<file path="config.mk">
export PLATFORM = sky130hd
export DESIGN_NAME = exti_unit
export DESIGN_NICKNAME = d
export VERILOG_FILES = /design/src/rtl/exti_pkg.sv /design/src/rtl/exti_sync.sv /design/src/rtl/exti_detect.sv /design/src/rtl/exti_regs.sv /design/src/rtl/exti_unit.sv
export SDC_FILE = /design/constraint.sdc
export NUM_CORES = 1
export LEC_CHECK = 0
export BUFFER_PORTS_ARGS = -buffer_cell sky130_fd_sc_hd__buf_4
export CAP_MARGIN = 20
export CORE_MARGIN = 5
export CORE_UTILIZATION = 35
export CTS_BUF_LIST = sky130_fd_sc_hd__clkbuf_4 sky130_fd_sc_hd__clkbuf_8 sky130_fd_sc_hd__clkbuf_16
export DETAILED_ROUTE_END_ITERATION = 8
export GPL_TIMING_DRIVEN = 0
export SYNTH_ARGS = -nofsm -noshare
export SYNTH_HDL_FRONTEND = slang
export SYNTH_SLANG_ARGS = --single-unit
</file>
<file path="constraint.sdc">
create_clock -name clk -period 3.65 [get_ports clk]
set_input_delay 0.365 -clock clk [delete_from_list [all_inputs] [get_ports clk]]
set_output_delay 0.365 -clock clk [all_outputs]
set_load 0.02 [all_outputs]
</file>
<file path="src/rtl/exti_pkg.sv">
package exti_pkg;

   localparam int CODE_W       = 3;
   localparam int FIELD_STRIDE = 4;
   localparam int MAX_INPUTS   = 6;
   localparam int BUS_W        = 32;

   typedef enum logic [CODE_W-1:0] {
      TRG_OFF  = 3'd0,
      TRG_RISE = 3'd1,
      TRG_FALL = 3'd2,
      TRG_BOTH = 3'd3,
      TRG_RSV4 = 3'd4,
      TRG_HIGH = 3'd5,
      TRG_LOW  = 3'd6,
      TRG_RSV7 = 3'd7
   } trig_e;

   typedef enum logic [1:0] {
      WSEL_TYPE   = 2'd0,
      WSEL_INIT   = 2'd1,
      WSEL_STATUS = 2'd2,
      WSEL_ENABLE = 2'd3
   } wsel_e;

   function automatic logic is_edge_mode(trig_e t);
      return (t == TRG_RISE) || (t == TRG_FALL) || (t == TRG_BOTH);
   endfunction

   function automatic logic is_level_mode(trig_e t);
      return (t == TRG_HIGH) || (t == TRG_LOW);
   endfunction

endpackage

</file>
<file path="src/rtl/exti_sync.sv">
module exti_sync #(
   parameter int   WIDTH   = 6,
   parameter int   STAGES  = 2,
   parameter logic RST_VAL = 1'b1
) (
   input  logic             clk,
   input  logic             rst_n,
   input  logic [WIDTH-1:0] async_i,
   output logic [WIDTH-1:0] sync_o
);

   localparam logic [WIDTH-1:0] RST_VEC = {WIDTH{RST_VAL}};

   logic [WIDTH-1:0] chain_q [STAGES];

   generate
      if (STAGES < 2) begin : g_bad_stages
         $error("exti_sync: at least two stages are required");
      end
      for (genvar s = 0; s < STAGES; s++) begin : g_stage
         if (s == 0) begin : g_first
            always_ff @(posedge clk or negedge rst_n) begin
               if (!rst_n) chain_q[s] <= RST_VEC;
               else        chain_q[s] <= async_i;
            end
         end else begin : g_next
            always_ff @(posedge clk or negedge rst_n) begin
               if (!rst_n) chain_q[s] <= RST_VEC;
               else        chain_q[s] <= chain_q[s-1];
            end
         end
      end
   endgenerate

   assign sync_o = chain_q[STAGES-1];

endmodule

</file>
<file path="src/rtl/exti_detect.sv">
module exti_detect
   import exti_pkg::*;
(
   input  logic  clk,
   input  logic  rst_n,
   input  logic  sync_i,
   input  trig_e trig_i,
   input  logic  clr_i,
   output logic  status_o
);

   logic prev_q;
   logic st_q;
   logic st_d;
   logic rise;
   logic fall;
   logic evt;
   logic edge_mode;
   logic lvl_mode;

   always_ff @(posedge clk or negedge rst_n) begin
      if (!rst_n) prev_q <= 1'b1;
      else        prev_q <= sync_i;
   end

   always_comb begin
      rise      = sync_i & ~prev_q;
      fall      = ~sync_i & prev_q;
      edge_mode = is_edge_mode(trig_i);
      lvl_mode  = is_level_mode(trig_i);
      unique case (trig_i)
         TRG_RISE: evt = rise;
         TRG_FALL: evt = fall;
         TRG_BOTH: evt = rise | fall;
         default:  evt = 1'b0;
      endcase
   end

   always_comb begin
      if (edge_mode)               st_d = (st_q & ~clr_i) | evt;
      else if (trig_i == TRG_HIGH) st_d = sync_i;
      else if (trig_i == TRG_LOW)  st_d = ~sync_i;
      else                         st_d = 1'b0;
   end

   always_ff @(posedge clk or negedge rst_n) begin
      if (!rst_n) st_q <= 1'b0;
      else        st_q <= st_d;
   end

   assign status_o = st_q;

   a_r5_edge_hold: assert property (@(posedge clk) disable iff (!rst_n)
      (edge_mode && st_q && !clr_i) |=> st_q);

   a_r5_edge_clear: assert property (@(posedge clk) disable iff (!rst_n)
      (edge_mode && clr_i && !evt) |=> !st_q);

   a_r6_level_high: assert property (@(posedge clk) disable iff (!rst_n)
      (trig_i == TRG_HIGH) |=> (st_q == $past(sync_i)));

   a_r7_quiet_codes: assert property (@(posedge clk) disable iff (!rst_n)
      (!edge_mode && !lvl_mode) |=> !st_q);

endmodule

</file>
<file path="src/rtl/exti_regs.sv">
module exti_regs
   import exti_pkg::*;
#(
   parameter int NUM_IN = 6,
   parameter int ADDR_W = 4
) (
   input  logic                            clk,
   input  logic                            rst_n,
   input  logic                            sel_i,
   input  logic                            wr_i,
   input  logic [ADDR_W-1:0]               addr_i,
   input  logic [BUS_W-1:0]                wdata_i,
   output logic [BUS_W-1:0]                rdata_o,
   input  logic [NUM_IN-1:0]               status_i,
   output logic [NUM_IN-1:0][CODE_W-1:0]   cfg_o,
   output logic [NUM_IN-1:0]               en_o,
   output logic [NUM_IN-1:0]               clr_o
);

   localparam int HI_W = ADDR_W - 4;

   logic [NUM_IN-1:0][CODE_W-1:0] cfg_q;
   logic [NUM_IN-1:0]             init_q;
   logic [NUM_IN-1:0]             en_q;
   wsel_e                         wsel;
   logic                          hit;
   logic                          wr_hit;
   logic [1:0]                    unused_addr;

   assign wsel        = wsel_e'(addr_i[3:2]);
   assign unused_addr = addr_i[1:0];

   generate
      if (ADDR_W < 4) begin : g_bad_addr
         $error("exti_regs: address must be at least 4 bits");
      end
      if (HI_W > 0) begin : g_hi_dec
         assign hit = (addr_i[ADDR_W-1:4] == '0);
      end else begin : g_no_hi
         assign hit = 1'b1;
      end
   endgenerate

   assign wr_hit = sel_i && wr_i && hit;

   always_ff @(posedge clk or negedge rst_n) begin
      if (!rst_n) begin
         for (int i = 0; i < NUM_IN; i++) cfg_q[i] <= TRG_LOW;
         init_q <= '0;
         en_q   <= '0;
      end else if (wr_hit) begin
         unique case (wsel)
            WSEL_TYPE:
               for (int i = 0; i < NUM_IN; i++)
                  cfg_q[i] <= wdata_i[FIELD_STRIDE*i +: CODE_W];
            WSEL_INIT:   init_q <= wdata_i[NUM_IN-1:0];
            WSEL_ENABLE: en_q   <= wdata_i[NUM_IN-1:0];
            default: ;
         endcase
      end
   end

   assign clr_o = (wr_hit && wsel == WSEL_STATUS) ? ~wdata_i[NUM_IN-1:0] : '0;
   assign cfg_o = cfg_q;
   assign en_o  = en_q;

   always_comb begin
      rdata_o = '0;
      if (hit) begin
         unique case (wsel)
            WSEL_TYPE:
               for (int i = 0; i < NUM_IN; i++)
                  rdata_o[FIELD_STRIDE*i +: CODE_W] = cfg_q[i];
            WSEL_INIT:   rdata_o[NUM_IN-1:0] = init_q;
            WSEL_STATUS: rdata_o[NUM_IN-1:0] = status_i;
            WSEL_ENABLE: rdata_o[NUM_IN-1:0] = en_q;
            default: ;
         endcase
      end
   end

   a_r8_enable_write: assert property (@(posedge clk) disable iff (!rst_n)
      (wr_hit && wsel == WSEL_ENABLE) |=> (en_q == $past(wdata_i[NUM_IN-1:0])));

   a_r9_init_hold: assert property (@(posedge clk) disable iff (!rst_n)
      !(wr_hit && wsel == WSEL_INIT) |=> $stable(init_q));

endmodule

</file>
<file path="src/rtl/exti_unit.sv">
module exti_unit
   import exti_pkg::*;
#(
   parameter int NUM_IN      = 6,
   parameter int ADDR_W      = 4,
   parameter int SYNC_STAGES = 2
) (
   input  logic              clk,
   input  logic              rst_n,
   input  logic              bus_sel,
   input  logic              bus_wr,
   input  logic [ADDR_W-1:0] bus_addr,
   input  logic [31:0]       bus_wdata,
   output logic [31:0]       bus_rdata,
   input  logic [NUM_IN-1:0] ext_pin,
   output logic [NUM_IN-1:0] irq_req
);

   generate
      if (NUM_IN < 1 || NUM_IN > MAX_INPUTS) begin : g_bad_count
         $error("exti_unit: NUM_IN must lie between 1 and 6");
      end
   endgenerate

   logic [NUM_IN-1:0]             pin_sync;
   logic [NUM_IN-1:0][CODE_W-1:0] cfg_w;
   logic [NUM_IN-1:0]             en_w;
   logic [NUM_IN-1:0]             clr_w;
   logic [NUM_IN-1:0]             status_w;
   logic [NUM_IN-1:0]             irq_q;

   exti_sync #(
      .WIDTH   (NUM_IN),
      .STAGES  (SYNC_STAGES),
      .RST_VAL (1'b1)
   ) u_sync (
      .clk     (clk),
      .rst_n   (rst_n),
      .async_i (ext_pin),
      .sync_o  (pin_sync)
   );

   exti_regs #(
      .NUM_IN (NUM_IN),
      .ADDR_W (ADDR_W)
   ) u_regs (
      .clk      (clk),
      .rst_n    (rst_n),
      .sel_i    (bus_sel),
      .wr_i     (bus_wr),
      .addr_i   (bus_addr),
      .wdata_i  (bus_wdata),
      .rdata_o  (bus_rdata),
      .status_i (status_w),
      .cfg_o    (cfg_w),
      .en_o     (en_w),
      .clr_o    (clr_w)
   );

   generate
      for (genvar i = 0; i < NUM_IN; i++) begin : g_chan
         exti_detect u_det (
            .clk      (clk),
            .rst_n    (rst_n),
            .sync_i   (pin_sync[i]),
            .trig_i   (trig_e'(cfg_w[i])),
            .clr_i    (clr_w[i]),
            .status_o (status_w[i])
         );
      end
   endgenerate

   always_ff @(posedge clk or negedge rst_n) begin
      if (!rst_n) irq_q <= '0;
      else        irq_q <= status_w & en_w;
   end

   assign irq_req = irq_q;

   a_r8_gate: assert property (@(posedge clk) disable iff (!rst_n)
      ((irq_q & ~$past(en_w)) == '0));

   a_r8_follow: assert property (@(posedge clk) disable iff (!rst_n)
      ($past(status_w) == '0) |-> (irq_q == '0));

endmodule

</file>
======== After elaboration in Yosys (flattened, before gate mapping) ========
Cells that the tools add are included.
word-level totals
  logic and storage cells ................. 157
  output and inout port bits .............. 38
  bits of input ports ..................... 46
  register bits ........................... 60
cells by class
  multiplexer cells ....................... 33
  bitwise logic cells ..................... 50
  eq/ne operators ......................... 33
  reductions and logical operators ........ 18
operators by type and width
  operator                                                               count
  3-bit by 2-bit equality test with 1-bit output, second input constant  12
  3-bit equality test, second input constant                             12
  1-bit case mux with 3 select lines                                     7
  1-bit 2-to-1 mux                                                       19
  1-bit bitwise AND                                                      18
  3-bit by 1-bit equality test with 1-bit output, second input constant  6
  1-bit NOT                                                              18
  1-bit logical OR                                                       12
  3-bit 2-to-1 mux                                                       4
  1-bit OR                                                               12
  3-bit case mux with 4 select lines                                     1
  2-bit case mux with 4 select lines                                     1
  6-bit bitwise AND                                                      1
  6-bit 2-to-1 mux                                                       1
  6-bit NOT                                                              1
  2-bit AND reduction                                                    3
  2-bit equality test, second input constant                             2
  2-bit by 1-bit equality test with 1-bit output, second input constant  1
  1-bit logical AND                                                      2
  2-bit zero test                                                        1

======== Depth between registers and ports, before layout ========
  depth in word-level cells ............... 7
  depth in mapped cells ................... 5
  gate-level depth less buffers ........... 5

======== Hierarchy ========
A second synthesis with hierarchy kept.
second synthesis, totals
  cell total of the unflattened synthesis .. 219
  area total of the unflattened synthesis .. 3004.1 µm²
by module, submodules not included
  module       cells an instance  area an instance (µm²)  instances  seq. area each (µm²)
  exti_regs    111                1570.3                  1          765.7
  exti_detect  13                 147.6                   6          51.3
  exti_sync    18                 360.3                   1          315.3
  exti_unit    12                 187.7                   1          150.1

======== Worst setup path before layout ========
OpenSTA, ideal clock, no wires.
  path type ............................... input to output
  start ................................... in bus_addr[2]
  end ..................................... out bus_rdata[3]
  path slack .............................. 2.163 ns
  cell stages on the path ................. 4
  required time ........................... 3.285 ns
  arrival ................................. 1.122 ns
  buffers on the path ..................... 1
  cell sequence ........................... clkbuf_8 mux2_2 nand2_1 o21ai_0
between the ends
  word-level cells in the longest chain between the ends .. 2
  elaborated cells between the ends (all ways) .. 4
  those cells by class .................... eq/ne: 3; mux: 1
ends and longest elaborated chain
  element                                                                                       line             text
  from (decl)                                                                                   exti_unit.sv:12  input logic [ADDR_W-1:0] bus_addr,
  2-bit equality test / 2-bit by 1-bit equality test with 1-bit output (equally long branches)  exti_regs.sv:70  unique case (wsel)
  1-bit case mux with 3 select lines (*)                                                        exti_regs.sv:70
  to (decl)                                                                                     exti_unit.sv:14  output logic [31:0] bus_rdata,
Every way passes the cells marked *; elsewhere a longest branch is shown, timed or not.

======== Worst setup path in the final report ========
  start ................................... in bus_addr[3]
  end ..................................... out bus_rdata[6]
between the ends
  word-level cells in the longest chain between the ends .. 2
ends and longest elaborated chain
  element           line
  2-bit zero test   exti_regs.sv:70
  1-bit 2-to-1 mux  exti_regs.sv:70
Every way passes these cells.

==> flow_summary_export.csv <==
group,metric,value,unit
placement,gp_congestion,0.7183,
synthesis,synth.top_cell.area_share,27.60,%
setup_path,worstSetupEndpointType,"output pin",
synthesis,synthCells,211,
clocking,cts_max_path_buffers,2,
sta,finalHoldViolCount,0,
clocking,clock-sinks,60,
clocking,cts_root_buffer,"clkbuf_8",
global_route,grt_pass1_wl,9183,um
setup_path,cp_cell_sequence,"buf_4 -> nor2_2 -> clkbuf_1 -> and2_1 -> buf_4",
setup_path,required,3.28,ns
setup_path,critical_path_arrival,1.45,ns
sta,fin_crit_sh,49.81,%
clocking,cts_tree,"yes",
synthesis,synth-simple-area-share,8.848,%
routing,vias,1846,
finish,areaGrowthSynthToFinish,27.07,%
setup_path,cp_slowest_cell,"clkbuf_1",
placement,port_buffers,55,
routing,ant_nets,0,
synthesis,synth_top_family_by_area,"multiplexers",
routing,drt_iter0_markers,45,
setup_path,cpPeakStageDelay,0.39,ns
setup_path,path_class,"in2out",
finish,layout-drive-gt1-share,54.42,%
sta,slew_viol_final,0,
finish,fillers,799,
clocking,clkSlewWorstSetupHoldPaths,0.06,ns
global_route,grt-ovfl-total,0,
die,die_width,100.3,um
placement,hpwl,4087,um
routing,viasPerCell,4.627,
die,die_y,100.3,um
sta,fmax,550.1,MHz
synthesis,synthAdderAreaFrac,5.256,%
finish,antenna_cells,0,
global_route,grt_usage,11.94,%
synthesis,synth_seq_cells,60,
synthesis,synth.area.top_cells,"dfstp_2 28%, dfrtp_1 26%, mux2_2 9.5%, ha_1 5.3%, mux2_4 5.3%",
synthesis,synth_top_cell_by_area,"dfstp_2",
sta,worstMarginPinSlew,0.7473,ns
run_status,status,"finished clean",
synthesis,synth.area.mux_share,18.66,%
finish,nets,347,
die,core,8093,um2
global_route,grt_pass1_vias,1897,
synthesis,yosysWarnings,0,
die,rows,33,
synthesis,synth_cell_type_count,29,
global_route,antenna_found_initial,0,
sta,skew,0.008738,ns
run,maxCapViolations,0,
die,start_util,35.30,%
clocking,cts_buffers,9,
sta,slew-limit-headroom,50.18,%
clocking,post_cts_buffers,0,
synthesis,synth_compound_area_share,6.351,%
global_route,grt_max_degree,61,
synthesis,synth_area_per_cell,13.54,um2
routing,drc,0,
die,io_pins,84,
die,dieArea,10070,um2
setup_path,worstRegToRegCells,5,
routing,drt_wl_total,5642,um
sta,setup_tns,0,ns
setup_path,cp_common_cell,"buf_4",
clocking,cts_resized,0,
worst_hold_path,hp-class,"in2async",
finish,fin_util,44.85,%
routing,routedWlPerCell,14.14,um
sta,rsz0062_at_grt,"false",
sta,setup_viol,0,
power_and_ir_drop,p_leak,0.001708,uW
synthesis,synth-xor-area-share,0,%
power_and_ir_drop,p_per_area,541.8,nW/um2
sta,min_period,1.818,ns
synthesis,yosysSeqAreaShare,53.88,%
clocking,hold_buffers,0,
setup_path,crit_fanout,10,
power_and_ir_drop,ir_drop,261.5,uV
setup_path,critPathLaunchType,"primary input",
clocking,h-tree-depth,3,
synthesis,syn_area,2856,um2
routing,dr.pass1.iters,4,
clocking,worstSkewPairLatency,0.33,ns
state kept, by name (all words and copies together), names as in the netlist:
register	cells
g_chan.u_det.prev_q	6
u_regs.en_o	6
u_sync.sync_o	6
g_chan.u_det.status_o	6
irq_req	6
u_regs.init_q	6
u_sync.chain_q	6
u_regs.cfg_o	18
where the power goes:
group / internal [uW] / leakage [uW] / switching (uW)
Combinational: 269 / 0.000924 / 210
Sequential: 830 / 0.000684 / 107
Clock: 305 / 0.000101 / 246
cells in the mapped netlist:
cell type / number
a21oi_1: 3
a221oi_1: 3
and2_1: 19
and3_4: 1
buf_12: 1
buf_2: 1
buf_4: 13
buf_6: 1
clkbuf_1: 1
clkbuf_8: 1
conb_1: 1
dfrtp_1: 30
dfstp_2: 30
ha_1: 12
inv_1: 12
mux2_2: 24
mux2_4: 10
mux4_2: 5
nand2_1: 2
nand3_1: 9
nand3b_1: 3
nand4_1: 1
nand4b_1: 1
nand4b_2: 1
nor2_1: 3
nor2_2: 1
o211ai_1: 3
o21ai_0: 13
o22a_1: 6
worst max-delay path, delay by kind of cell:
kind	cells	cell delay, ns
buffers and inverters	3	0.64
and+or+nand+nor	2	0.44
path summary, 6_finish.rpt:
| check | slack [ns] | start | to |
|---|---|---|---|
| min | 0.11 | rst_n | u_regs.cfg_o[12]$_DFFE_PN0P_ |
| max | 1.83 | bus_addr[3] | bus_rdata[6] |
| min in group clk | 0.14 | ext_pin[4] | u_sync.chain_q[10]$_DFF_PN1_ |
| max reg2reg | 2.27 | g_chan[0].u_det.prev_q$_DFF_PN1_ | g_chan[0].u_det.status_o$_DFF_PN0_ |
| min reg2reg | 0.35 | u_sync.chain_q[6]$_DFF_PN1_ | u_sync.sync_o[0]$_DFF_PN1_ |
| max in group asynchronous | 3.05 | rst_n | g_chan[2].u_det.status_o$_DFF_PN0_ |
layout by cell type (no fill, tap or decap), drive strengths merged, types with 3 or more instances in the layout:
cell / Yosys / final
clkbuf: 2 / 16
mux4: 5 / 5
mux2: 34 / 34
nand3b: 3 / 3
buf: 16 / 71
o211ai: 3 / 3
ha: 12 / 12
dfstp: 30 / 30
dfrtp: 30 / 30
and2: 19 / 19
o21ai: 13 / 13
inv: 12 / 12
a221oi: 3 / 3
nand3: 9 / 9
conb: 1 / 13
a21oi: 3 / 3
nor2: 4 / 4
o22a: 6 / 6
kinds of logic (layout without fill, tap and decap cells):
kind of cell	count (synthesis)	count (layout)
fa+ha+maj	12	12
buf+inv	30	101
simple gates	41	41
mux	39	39
flops	60	60
compound gates	28	28
other cells	1	13
through the flow:
stage | total power, uW | hold slack, ns | worst slack (ns) | instance area, um2 | std cells
after floorplan | 1242 | 0.06941 | 2.163 | 2902 | 223
after global placement | 1419 | 0.3462 | 1.694 | 3446 | 383
after detailed placement | 1437 | 0.3472 | 1.726 | 3446 | 383
after CTS | 1999 | 0.1185 | 1.726 | 3630 | 399
after global routing | 2085 | 0.1101 | 1.707 | 3630 | 399
final | 1967 | 0.1089 | 1.832 | 3630 | 399
layout make-up:
cell class                 instances  area (um2)  share of cell area, %
sequential                        60        1539                  42.40
buffer                            18       151.4                  4.171
clock inverter                     2       10.01                 0.2758
timing repair buffer              55       412.9                  11.38
multi-input combinational        133        1166                  32.13
tap                              105       131.4                  3.619
clock buffer                      14       173.9                  4.791
inverter                          12       45.04                  1.241
routing by layer:
metal  part of all wire (%)  vias to the layer above  wire length [um]  GRT usage (%)
met5                      0                        -                 0              0
met4                   0.82                        0                46          3.109
met3                    5.6                        7               314          4.934
met2                     50                       45              2805          19.47
met1                     44                      917              2475          14.66
li1                       -                      877                 -              -
No activity file was read; power rests on OpenSTA's default activity.
